File: config.mk
export PLATFORM = sky130hd
export DESIGN_NAME = ecc_fault_inject
export DESIGN_NICKNAME = d
export VERILOG_FILES = /design/src/rtl/fi_pkg.sv /design/src/rtl/fi_regs.sv /design/src/rtl/fi_mask_gen.sv /design/src/rtl/ecc_fault_inject.sv
export SDC_FILE = /design/constraint.sdc
export NUM_CORES = 1
export LEC_CHECK = 0
export BUFFER_PORTS_ARGS = -buffer_cell sky130_fd_sc_hd__buf_4
export CORE_MARGIN = 1
export CORE_UTILIZATION = 46
export CTS_CLUSTER_SIZE = 8
export DETAILED_ROUTE_END_ITERATION = 10
export GPL_TIMING_DRIVEN = 0
export HOLD_SLACK_MARGIN = 0.12
export MAX_ROUTING_LAYER = met4
export PLACE_DENSITY = 0.81
export REMOVE_ABC_BUFFERS = 1
export SLEW_MARGIN = 20
export SYNTH_ARGS = -nofsm -noshare
export SYNTH_HDL_FRONTEND = slang
export SYNTH_SLANG_ARGS = --single-unit
File: constraint.sdc
create_clock -name clk -period 3.4 [get_ports clk]
set_input_delay 0.51 -clock clk [delete_from_list [all_inputs] [get_ports clk]]
set_output_delay 0.51 -clock clk [all_outputs]
set_load 0.02 [all_outputs]
File: src/rtl/fi_pkg.sv
package fi_pkg;
  localparam int DATA_W  = 32;
  localparam int ECC_W   = 7;
  localparam int CW_W    = DATA_W + ECC_W;
  localparam int PTR_W   = 8;
  localparam int RAM_AW  = 12;
  localparam int BUS_AW  = 4;
  localparam int BUS_DW  = 32;
  localparam int P2_LSB  = 16;

  localparam logic [BUS_AW-1:0] OFS_CTRL = 4'h0;
  localparam logic [BUS_AW-1:0] OFS_TGT  = 4'h4;
  localparam logic [BUS_AW-1:0] OFS_PTR  = 4'h8;

  typedef struct packed {
    logic mode_dbl;
    logic en;
  } ctrl_t;
endpackage

File: src/rtl/fi_regs.sv
module fi_regs
  import fi_pkg::*;
(
  input  logic              clk,
  input  logic              rst_n,
  input  logic              bus_valid,
  input  logic              bus_write,
  input  logic [BUS_AW-1:0] bus_addr,
  input  logic [BUS_DW-1:0] bus_wdata,
  output logic              rsp_valid,
  output logic              rsp_err,
  output logic [BUS_DW-1:0] rsp_rdata,
  output ctrl_t             ctrl,
  output logic [RAM_AW-1:0] tgt_addr,
  output logic [PTR_W-1:0]  ptr_a,
  output logic [PTR_W-1:0]  ptr_b
);
  ctrl_t             ctrl_q, ctrl_d;
  logic [RAM_AW-1:0] tgt_q, tgt_d;
  logic [PTR_W-1:0]  pa_q, pa_d, pb_q, pb_d;
  logic              rv_d, re_d;
  logic [BUS_DW-1:0] rd_d;
  logic              wr_ctrl, wr_tgt, wr_ptr, ptr_blocked;

  assign wr_ctrl     = bus_valid && bus_write && (bus_addr == OFS_CTRL);
  assign wr_tgt      = bus_valid && bus_write && (bus_addr == OFS_TGT);
  assign wr_ptr      = bus_valid && bus_write && (bus_addr == OFS_PTR);
  assign ptr_blocked = wr_ptr && ctrl_q.en;

  always_comb begin
    ctrl_d = ctrl_q;
    tgt_d  = tgt_q;
    pa_d   = pa_q;
    pb_d   = pb_q;
    if (wr_ctrl) begin
      ctrl_d.en       = bus_wdata[0];
      ctrl_d.mode_dbl = bus_wdata[1];
    end
    if (wr_tgt) tgt_d = bus_wdata[RAM_AW-1:0];
    if (wr_ptr && !ctrl_q.en) begin
      pa_d = bus_wdata[PTR_W-1:0];
      pb_d = bus_wdata[P2_LSB +: PTR_W];
    end
  end

  always_comb begin
    rv_d = bus_valid;
    re_d = ptr_blocked;
    rd_d = '0;
    if (bus_valid && !bus_write) begin
      unique case (bus_addr)
        OFS_CTRL: rd_d[1:0] = {ctrl_q.mode_dbl, ctrl_q.en};
        OFS_TGT:  rd_d[RAM_AW-1:0] = tgt_q;
        OFS_PTR: begin
          rd_d[PTR_W-1:0]         = pa_q;
          rd_d[P2_LSB +: PTR_W]   = pb_q;
        end
        default: rd_d = '0;
      endcase
    end
  end

  always_ff @(posedge clk or negedge rst_n) begin
    if (!rst_n) begin
      ctrl_q    <= '0;
      tgt_q     <= '0;
      pa_q      <= '0;
      pb_q      <= '0;
      rsp_valid <= 1'b0;
      rsp_err   <= 1'b0;
      rsp_rdata <= '0;
    end else begin
      ctrl_q    <= ctrl_d;
      tgt_q     <= tgt_d;
      pa_q      <= pa_d;
      pb_q      <= pb_d;
      rsp_valid <= rv_d;
      rsp_err   <= re_d;
      rsp_rdata <= rd_d;
    end
  end

  assign ctrl     = ctrl_q;
  assign tgt_addr = tgt_q;
  assign ptr_a    = pa_q;
  assign ptr_b    = pb_q;


  ptr_locked_chk: assert property (@(posedge clk) disable iff (!rst_n)
    (bus_valid && bus_write && bus_addr == OFS_PTR && ctrl.en)
      |=> ($stable(ptr_a) && $stable(ptr_b) && rsp_err));

  ptr_open_chk: assert property (@(posedge clk) disable iff (!rst_n)
    (bus_valid && bus_write && bus_addr == OFS_PTR && !ctrl.en)
      |=> (ptr_a == $past(bus_wdata[7:0]) && !rsp_err));

  rsp_strobe_chk: assert property (@(posedge clk) disable iff (!rst_n)
    bus_valid |=> rsp_valid);
endmodule

File: src/rtl/fi_mask_gen.sv
module fi_mask_gen
  import fi_pkg::*;
(
  input  logic             clk,
  input  logic             rst_n,
  input  logic [PTR_W-1:0] ptr_a,
  input  logic [PTR_W-1:0] ptr_b,
  input  logic             dbl,
  output logic [CW_W-1:0]  mask
);
  for (genvar i = 0; i < CW_W; i++) begin : g_bit
    localparam logic [PTR_W-1:0] IDX = PTR_W'(i);
    assign mask[i] = (ptr_a == IDX) || (dbl && (ptr_b == IDX));
  end


  single_one_chk: assert property (@(posedge clk) disable iff (!rst_n)
    !dbl |-> ($countones(mask) <= 1));

  double_two_chk: assert property (@(posedge clk) disable iff (!rst_n)
    $countones(mask) <= 2);

  reserved_none_chk: assert property (@(posedge clk) disable iff (!rst_n)
    (ptr_a >= PTR_W'(CW_W) && (!dbl || ptr_b >= PTR_W'(CW_W))) |-> (mask == '0));
endmodule

File: src/rtl/ecc_fault_inject.sv
module ecc_fault_inject
  import fi_pkg::*;
(
  input  logic              clk,
  input  logic              rst_n,
  input  logic              bus_valid,
  output logic              bus_ready,
  input  logic              bus_write,
  input  logic [BUS_AW-1:0] bus_addr,
  input  logic [BUS_DW-1:0] bus_wdata,
  output logic              rsp_valid,
  output logic              rsp_err,
  output logic [BUS_DW-1:0] rsp_rdata,
  input  logic              wr_in_valid,
  input  logic [RAM_AW-1:0] wr_in_addr,
  input  logic [DATA_W-1:0] wr_in_data,
  input  logic [ECC_W-1:0]  wr_in_ecc,
  output logic              wr_out_valid,
  output logic [RAM_AW-1:0] wr_out_addr,
  output logic [DATA_W-1:0] wr_out_data,
  output logic [ECC_W-1:0]  wr_out_ecc
);
  logic [1:0]        rst_sync;
  logic              rst_i_n;
  ctrl_t             ctrl;
  logic [RAM_AW-1:0] tgt_addr;
  logic [PTR_W-1:0]  ptr_a, ptr_b;
  logic [CW_W-1:0]   mask, cw_in, cw_d;
  logic              hit;
  logic              ov_q;
  logic [RAM_AW-1:0] oa_q;
  logic [CW_W-1:0]   cw_q;

  always_ff @(posedge clk or negedge rst_n) begin
    if (!rst_n) rst_sync <= 2'b00;
    else        rst_sync <= {rst_sync[0], 1'b1};
  end
  assign rst_i_n   = rst_sync[1];
  assign bus_ready = 1'b1;

  fi_regs u_regs (
    .clk(clk), .rst_n(rst_i_n),
    .bus_valid(bus_valid), .bus_write(bus_write), .bus_addr(bus_addr),
    .bus_wdata(bus_wdata), .rsp_valid(rsp_valid), .rsp_err(rsp_err),
    .rsp_rdata(rsp_rdata), .ctrl(ctrl), .tgt_addr(tgt_addr),
    .ptr_a(ptr_a), .ptr_b(ptr_b)
  );

  fi_mask_gen u_mask (
    .clk(clk), .rst_n(rst_i_n), .ptr_a(ptr_a), .ptr_b(ptr_b),
    .dbl(ctrl.mode_dbl), .mask(mask)
  );

  assign cw_in = {wr_in_ecc, wr_in_data};
  assign hit   = ctrl.en && (wr_in_addr == tgt_addr);

  always_comb begin
    cw_d = cw_in;
    if (hit) cw_d = cw_in ^ mask;
  end

  always_ff @(posedge clk or negedge rst_i_n) begin
    if (!rst_i_n) begin
      ov_q <= 1'b0;
      oa_q <= '0;
      cw_q <= '0;
    end else begin
      ov_q <= wr_in_valid;
      if (wr_in_valid) begin
        oa_q <= wr_in_addr;
        cw_q <= cw_d;
      end
    end
  end

  assign wr_out_valid = ov_q;
  assign wr_out_addr  = oa_q;
  assign wr_out_data  = cw_q[DATA_W-1:0];
  assign wr_out_ecc   = cw_q[CW_W-1:DATA_W];


  miss_pass_chk: assert property (@(posedge clk) disable iff (!rst_i_n)
    (wr_in_valid && !(ctrl.en && wr_in_addr == tgt_addr))
      |=> (wr_out_data == $past(wr_in_data) && wr_out_ecc == $past(wr_in_ecc)));

  latency_chk: assert property (@(posedge clk) disable iff (!rst_i_n)
    wr_in_valid |=> (wr_out_valid && wr_out_addr == $past(wr_in_addr)));
endmodule

==> results of run 1 <==
[per-layer routing]
layer,share of wire [%],track usage [%]
met5,0,-
met4,1.3,6.57
met3,8.0,6.22
met2,48,38.2
met1,43,30.3
[worst paths after layout]
kind	slack (ns)	to	depth (start not counted)	startpoint
worst max-delay path	1.05	cw_q[14]$_DFFE_PN0P_	5	u_regs.tgt_addr[11]$_DFFE_PN0P_
worst min-delay path	0.25	wr_out_valid$_DFF_PN0_	0	rst_sync[1]$_DFF_PN0_
worst max register to register	1.05	cw_q[14]$_DFFE_PN0P_	5	u_regs.tgt_addr[11]$_DFFE_PN0P_
worst min register to register	0.25	wr_out_valid$_DFF_PN0_	0	rst_sync[1]$_DFF_PN0_
max in group asynchronous	2.61	cw_q[38]$_DFFE_PN0P_	1	rst_sync[1]$_DFF_PN0_
min in group clk	0.30	u_regs.rsp_valid$_DFF_PN0_	1	bus_valid
[layout by cell type (no fill, tap or decap), types with 3 or more instances in the layout]
cell and count:
nand3_1 10, a32oi_1 20, buf_4 153, nand2b_1 5, nor2_1 51, or3_1 37
a22oi_1 23, nor3b_1 6, and2_1 25, dfrtp_1 105, nor4_1 4, nor2b_1 7
and3b_1 6, clkbuf_16 9, o21ai_0 38, conb_1 14, mux2_2 41, nor4b_1 3
xnor2_1 12, a21oi_1 4, mux2i_1 4, a31oi_1 37
[sequential cells by signal, indices dropped and copies added (netlist names)]
signal,cells
cw_q,39
u_regs.rsp_rdata,20
u_regs.tgt_addr,12
wr_out_addr,12
u_regs.ptr_a,8
u_regs.ptr_b,8
rst_sync,2
u_regs.ctrl,2
u_regs.rsp_err,1
u_regs.rsp_valid,1
wr_out_valid,1
[power groups by stage]
stage                     Clock, mW  Combinational (mW)  Sequential (mW)
after floorplan                   0               0.272             1.58
after global placement            0               0.584             1.54
after detailed placement          0               0.630             1.53
after CTS                      1.17               0.633             1.51
after global routing           1.22               0.686             1.53
final                          1.15               0.634             1.51
[repair_timing]
action	4_1_cts	5_1_grt
setup endpoints to repair	0	0
hold buffers	1	0
hold endpoints to repair	2	0
[cell type report]
type / instances / area, um^2 / area share [%]
Clock buffer: 10 / 229 / 3.35
Clock inverter: 6 / 98.8 / 1.45
Inverter: 2 / 7.51 / 0.110
Multi-Input combinational cell: 364 / 2460 / 36.1
Sequential cell: 106 / 2660 / 38.9
Tap cell: 140 / 175 / 2.57
Timing Repair Buffer: 156 / 1200 / 17.6
[metrics by stage]
step | instance area, um^2 | hold WS [ns] | setup TNS [ns] | instances
3_5_place_dp | 6480 | 0.259 | 0 | 767
2_1_floorplan | 5100 | 0.214 | 0 | 472
3_3_place_gp | 6430 | 0.293 | -86.93 | 765
6_report | 6830 | 0.252 | 0 | 784
5_1_grt | 6830 | 0.289 | 0 | 784
4_1_cts | 6820 | 0.266 | 0 | 784
[logic make-up after synthesis]
| kind of cell | after synthesis | share of synthesized area, % |
|---|---|---|
| xor+xnor | 12 | 1.98 |
| simple gates | 171 | 18.7 |
| buf+inv | 47 | 4.83 |
| mux | 45 | 9.45 |
| other cells | 2 | 0.141 |
| flops | 106 | 50.0 |
| compound gates | 122 | 14.9 |
[critical path: cells and delay by family (launching register included)]
family	cells	cell delay (ns)
simple gates	3	1.39
flops	1	0.40
xor+xnor	1	0.22
compound gates	1	0.20
==> results.ini, run 1 <==
[clock_tree]
cts_root_buf=clkbuf_16
cts_tree=yes
cts.sinks=106
post_cts_resized=0
clk_path_buf_depth=2
cts_inserted_buffers=9
cts_htree_levels=3
clk_latency_ns=0.35
clkSlewWorstSetupHoldPaths_ns=0.08
post_cts_buffers=0

[floorplan]
die-area_um2=12000
start_util_pct=48.1
die_w_um=109
io_pins=179
chipHeight_um=109
rows=38
coreArea_um2=11000

[yosys]
synth-seq-cells=106
yosysMostFrequentCell=dfrtp_1
synth_top_area_cell=dfrtp_1
synth_cells=505
avgSynthCellArea_um2=10.5
synth_area_leaders=dfrtp_1 50%, mux2_2 8.7%, a31oi_1 4.4%
synth_edf_count=0
async_flop_share_pct=100
yosys.area.top_type_share_pct=50.0
yosys_warnings=0
yosysSeqAreaShare_pct=50.0
netlist_area_um2=5310
synthFlopType=dfrtp_1
yosys-top-cells-count=106 x dfrtp_1, 51 x nor2_1, 41 x mux2_2
synth_cell_types=37

[worst_setup_path]
max_stage_delay_ns=0.83
path_cells=xnor2_1, nand3_1, or4_4, or3_1, a31oi_1
critPathKind=flip-flop to flip-flop
required_ns=3.65
cpMaxStageDelayCell=or4_4
setup.worst_path.end_class=flip-flop
crit_arrival_ns=2.60
path_max_fanout=76
setup.worst_path.start_class=flip-flop

[timing]
hold_viol_final=0
setup_viol=0
fin_skew_ns=0.00979
slew_headroom_pct=33.6
rsz0062_at_grt=false
period_share_pct=69.1
fin_ws_ns=1.05
tightest_slew_ns=0.992
drv_slew=0
max_freq_mhz=426
period_minus_slack_ns=2.35

[route]
antenna_left=0
drt_pre_antenna_iters=8
drc_errors=0
drtIter0Drc=358
wl_per_cell_um=17.5
vias=4528
vias_per_cell=5.78
routed_wl_um=13700

[power]
p_int_mw=2.33
power.density_nw_per_um2=482
p_comb_share_pct=19.3
seqPwrFrac_pct=45.8
sw_frac_of_total_pct=29.4
pwr-share-clk_pct=35.0
total_power_mw=3.29
ir_drop_v=0.000314
power_switching_mw=0.968
static-leakage-power_nw=2.96

[final_layout]
fin_nets=731
fillers=920
area_delta_synth_final_pct=28.6
fin_util_pct=61.9
diodes=0
drive_above_1_share_pct=34.2

[global_route]
grt_pass1_vias=4370
grt_pass1_wl_um=21500
grt_usage_pct=23.9
overflow=0
grt_max_degree=94
antenna_found_initial=0

[place]
place.gp.congestion=0.865
dp_hpwl_um=9890
place_ws_ns=0.650
portBuffers=153

[job]
cap_violations=0

[hold_path]
hold_path_class=flip-flop to asynchronous set/reset pin

[status]
status=finished, final reports clean

(Power assumes the default switching activity.)
==> inputs of run 2 (changes only) <==
--- a/config.mk
+++ b/config.mk
@@ -5,15 +5,16 @@
 export SDC_FILE = /design/constraint.sdc
 export NUM_CORES = 1
 export LEC_CHECK = 0
+export ABC_AREA = 1
 export BUFFER_PORTS_ARGS = -buffer_cell sky130_fd_sc_hd__buf_4
 export CORE_MARGIN = 1
-export CORE_UTILIZATION = 46
+export CORE_UTILIZATION = 50
 export CTS_CLUSTER_SIZE = 8
 export DETAILED_ROUTE_END_ITERATION = 10
 export GPL_TIMING_DRIVEN = 0
 export HOLD_SLACK_MARGIN = 0.12
 export MAX_ROUTING_LAYER = met4
-export PLACE_DENSITY = 0.81
+export PLACE_DENSITY = 0.82
 export REMOVE_ABC_BUFFERS = 1
 export SLEW_MARGIN = 20
 export SYNTH_ARGS = -nofsm -noshare
==> constraint.sdc (replaced) <==
create_clock -name clk -period 2.2 [get_ports clk]
set_input_delay 0.33 -clock clk [delete_from_list [all_inputs] [get_ports clk]]
set_output_delay 0.33 -clock clk [all_outputs]
set_load 0.02 [all_outputs]
==> results.ini, run 2 <==
[yosys]
synth_edf_count=0
yosysMostFrequentCell=nand2_1
avgSynthCellArea_um2=7.23
synth_top_area_cell=dfrtp_1
yosys-top-cells-count=325 x nand2_1, 106 x dfrtp_1, 80 x inv_1
synth_cell_types=27
synth-seq-cells=106
netlist_area_um2=5990
async_flop_share_pct=100
synth_cells=828
synthFlopType=dfrtp_1
yosys_warnings=0
yosys.area.top_type_share_pct=44.3
synth_area_leaders=dfrtp_1 44%, nand2_1 20%, nand3_1 6.4%
yosysSeqAreaShare_pct=44.3

[clock_tree]
cts_tree=yes
cts_root_buf=clkbuf_16
cts_inserted_buffers=9
cts.sinks=106
cts_htree_levels=3
clkSlewWorstSetupHoldPaths_ns=0.07
clk_latency_ns=0.36
clk_path_buf_depth=2

[timing]
hold_viol_final=0
max_freq_mhz=508
period_minus_slack_ns=1.97
tightest_slew_ns=0.726
rsz0062_at_grt=false
period_share_pct=89.6
drv_slew=0
fin_tns_setup_ns=0
setup_viol=0
hold_ws_ns=0.186
slew_headroom_pct=51.4
fin_skew_ns=0.0101

[floorplan]
io_pins=179
die-area_um2=12400
die_w_um=111
coreArea_um2=11600
rows=39
start_util_pct=51.8
chipHeight_um=111

[final_layout]
reg_top3=cw_q x39, u_regs.rsp_rdata x20
finalInstanceArea_um2=7520
finalNonFillerCells=1112
final_cell_mix=325 x nand2_1, 155 x buf_4, 104 x dfrtp_1
fin_nets=1056
diodes=0
largest_reg_flops=39
area_delta_synth_final_pct=25.6
drive_above_1_share_pct=24.5
largest_register=cw_q
final_common_cell=nand2_1

[status]
status=complete, but fails checks
violations=design-rule violations

[worst_setup_path]
rrSetupSlack_ns=0.23
rr_endpoint=cw_q[29]$_DFFE_PN0P_
r2r_cells=7
critPathKind=flip-flop to flip-flop
crit_arrival_ns=2.22
required_ns=2.45
timing.rr.start=u_regs.ctrl[1]$_DFFE_PN0P_
cp-endpoint=cw_q[29]$_DFFE_PN0P_
startpoint=u_regs.ctrl[1]$_DFFE_PN0P_
path_max_fanout=20
setup.worst_path.end_class=flip-flop
setup.worst_path.start_class=flip-flop

[route]
drc_errors=12
routed_wl_um=15300
vias_per_cell=5.05
vias=5619
drtIter0Drc=391
drt_pre_antenna_iters=8
antenna_left=0
wl_per_cell_um=13.8

[power]
ir_drop_v=0.000408
static-leakage-power_nw=3.74
power.density_nw_per_um2=670

[place]
dpl.cell_count=1092
dp_hpwl_um=10900
place.gp.congestion=0.865
portBuffers=153
placed_area_um2=7190

[global_route]
grt_pass1_wl_um=25400
antenna_found_initial=0
met3_usage_pct=3.86
grt-busiest-layer=met2
met1_usage_pct=34.9
grt_pass1_vias=5189
overflow=0
grt_use_met2_pct=42.3
grt_max_degree=59
grt_usage_pct=26.3

[job]
cap_violations=0

[hold_path]
hold_path_class=input port to flip-flop

==> run 2: power by group <==
group          total [mW]  leakage, nW  switching, mW  internal [mW]
registers            2.32         1.31          0.185           2.14
logic                1.13         2.29          0.721          0.412
clock network        1.58        0.141          0.793          0.791
==> run 2: repair_timing <==
| action | 4_1_cts | 5_1_grt |
|---|---|---|
| hold buffers | 2 | 0 |
| endpoints found under the hold margin | 3 | 0 |
| gates resized for setup | 1 | 2 |
| buffers inserted | 0 | 2 |
| setup endpoints to repair | 16 | 42 |
| pin swaps | 0 | 1 |
==> run 2: per-layer routing <==
layer  routed length (um)  part of all wire (%)
met4                  213                   1.4
met3                  862                   5.6
met5                    0                     0
met2                 7360                    48
met1                 6890                    45
==> run 2: worst max-delay path, stage by stage, from the launching register on <==
cell and delay (ns):
dfrtp_2 0.63, nand3_2 0.14, nor2_4 0.35, nand2_1 0.09, a21oi_1 0.39, nand3_2 0.11, nand3_1 0.09, nand2_1 0.05
==> run 2: cell families (layout without fill, tap and decap cells) <==
logic type      Yosys count  after routing  share of synthesized area [%]
simple gates            497            497                           36.0
buf+inv                 134            263                           10.4
flops                   106            106                           44.3
compound gates           84             84                           8.50
xor+xnor                  5              5                          0.731
other cells               2             14                          0.125
==> run 2: area by class of cell <==
cell class	count	area, um^2
multi-input cells	600	2770
well taps	143	179
clock inverters	7	62.6
repair buffers	162	1310
fillers	1034	4040
clock buffers	9	225
flip-flops and latches	106	2660
inverters	85	319
==> run 2: metrics by stage <==
| step | util [%] | worst slack (ns) | power, mW |
|---|---|---|---|
| global placement | 61.0 | -2.20 | 3.41 |
| floorplan | - | -0.971 | 2.97 |
| finish | 65.0 | 0.230 | 5.04 |
| detailed placement | 62.1 | -0.688 | 3.48 |
| CTS | 64.8 | 0.0434 | 5.04 |
| global route | 65.0 | 0.0828 | 5.29 |
==> run 2: worst min-delay path by stage <==
| stage | cells after the start | to | from | slack (ns) |
|---|---|---|---|---|
| 3_5_place_dp | 1 | rst_sync[0]$_DFF_PN0_ | rst_n | 0.11 |
| 2_1_floorplan | 0 | rst_sync[0]$_DFF_PN0_ | rst_n | 0.03 |
| 6_report | 3 | wr_out_addr[7]$_DFFE_PN0P_ | wr_in_addr[7] | 0.19 |
| 4_1_cts | 3 | wr_out_addr[3]$_DFFE_PN0P_ | wr_in_addr[3] | 0.19 |
| 5_1_grt | 3 | wr_out_addr[6]$_DFFE_PN0P_ | wr_in_addr[6] | 0.20 |
| 3_3_place_gp | 1 | rst_sync[1]$_DFF_PN0_ | rst_n | 0.11 |
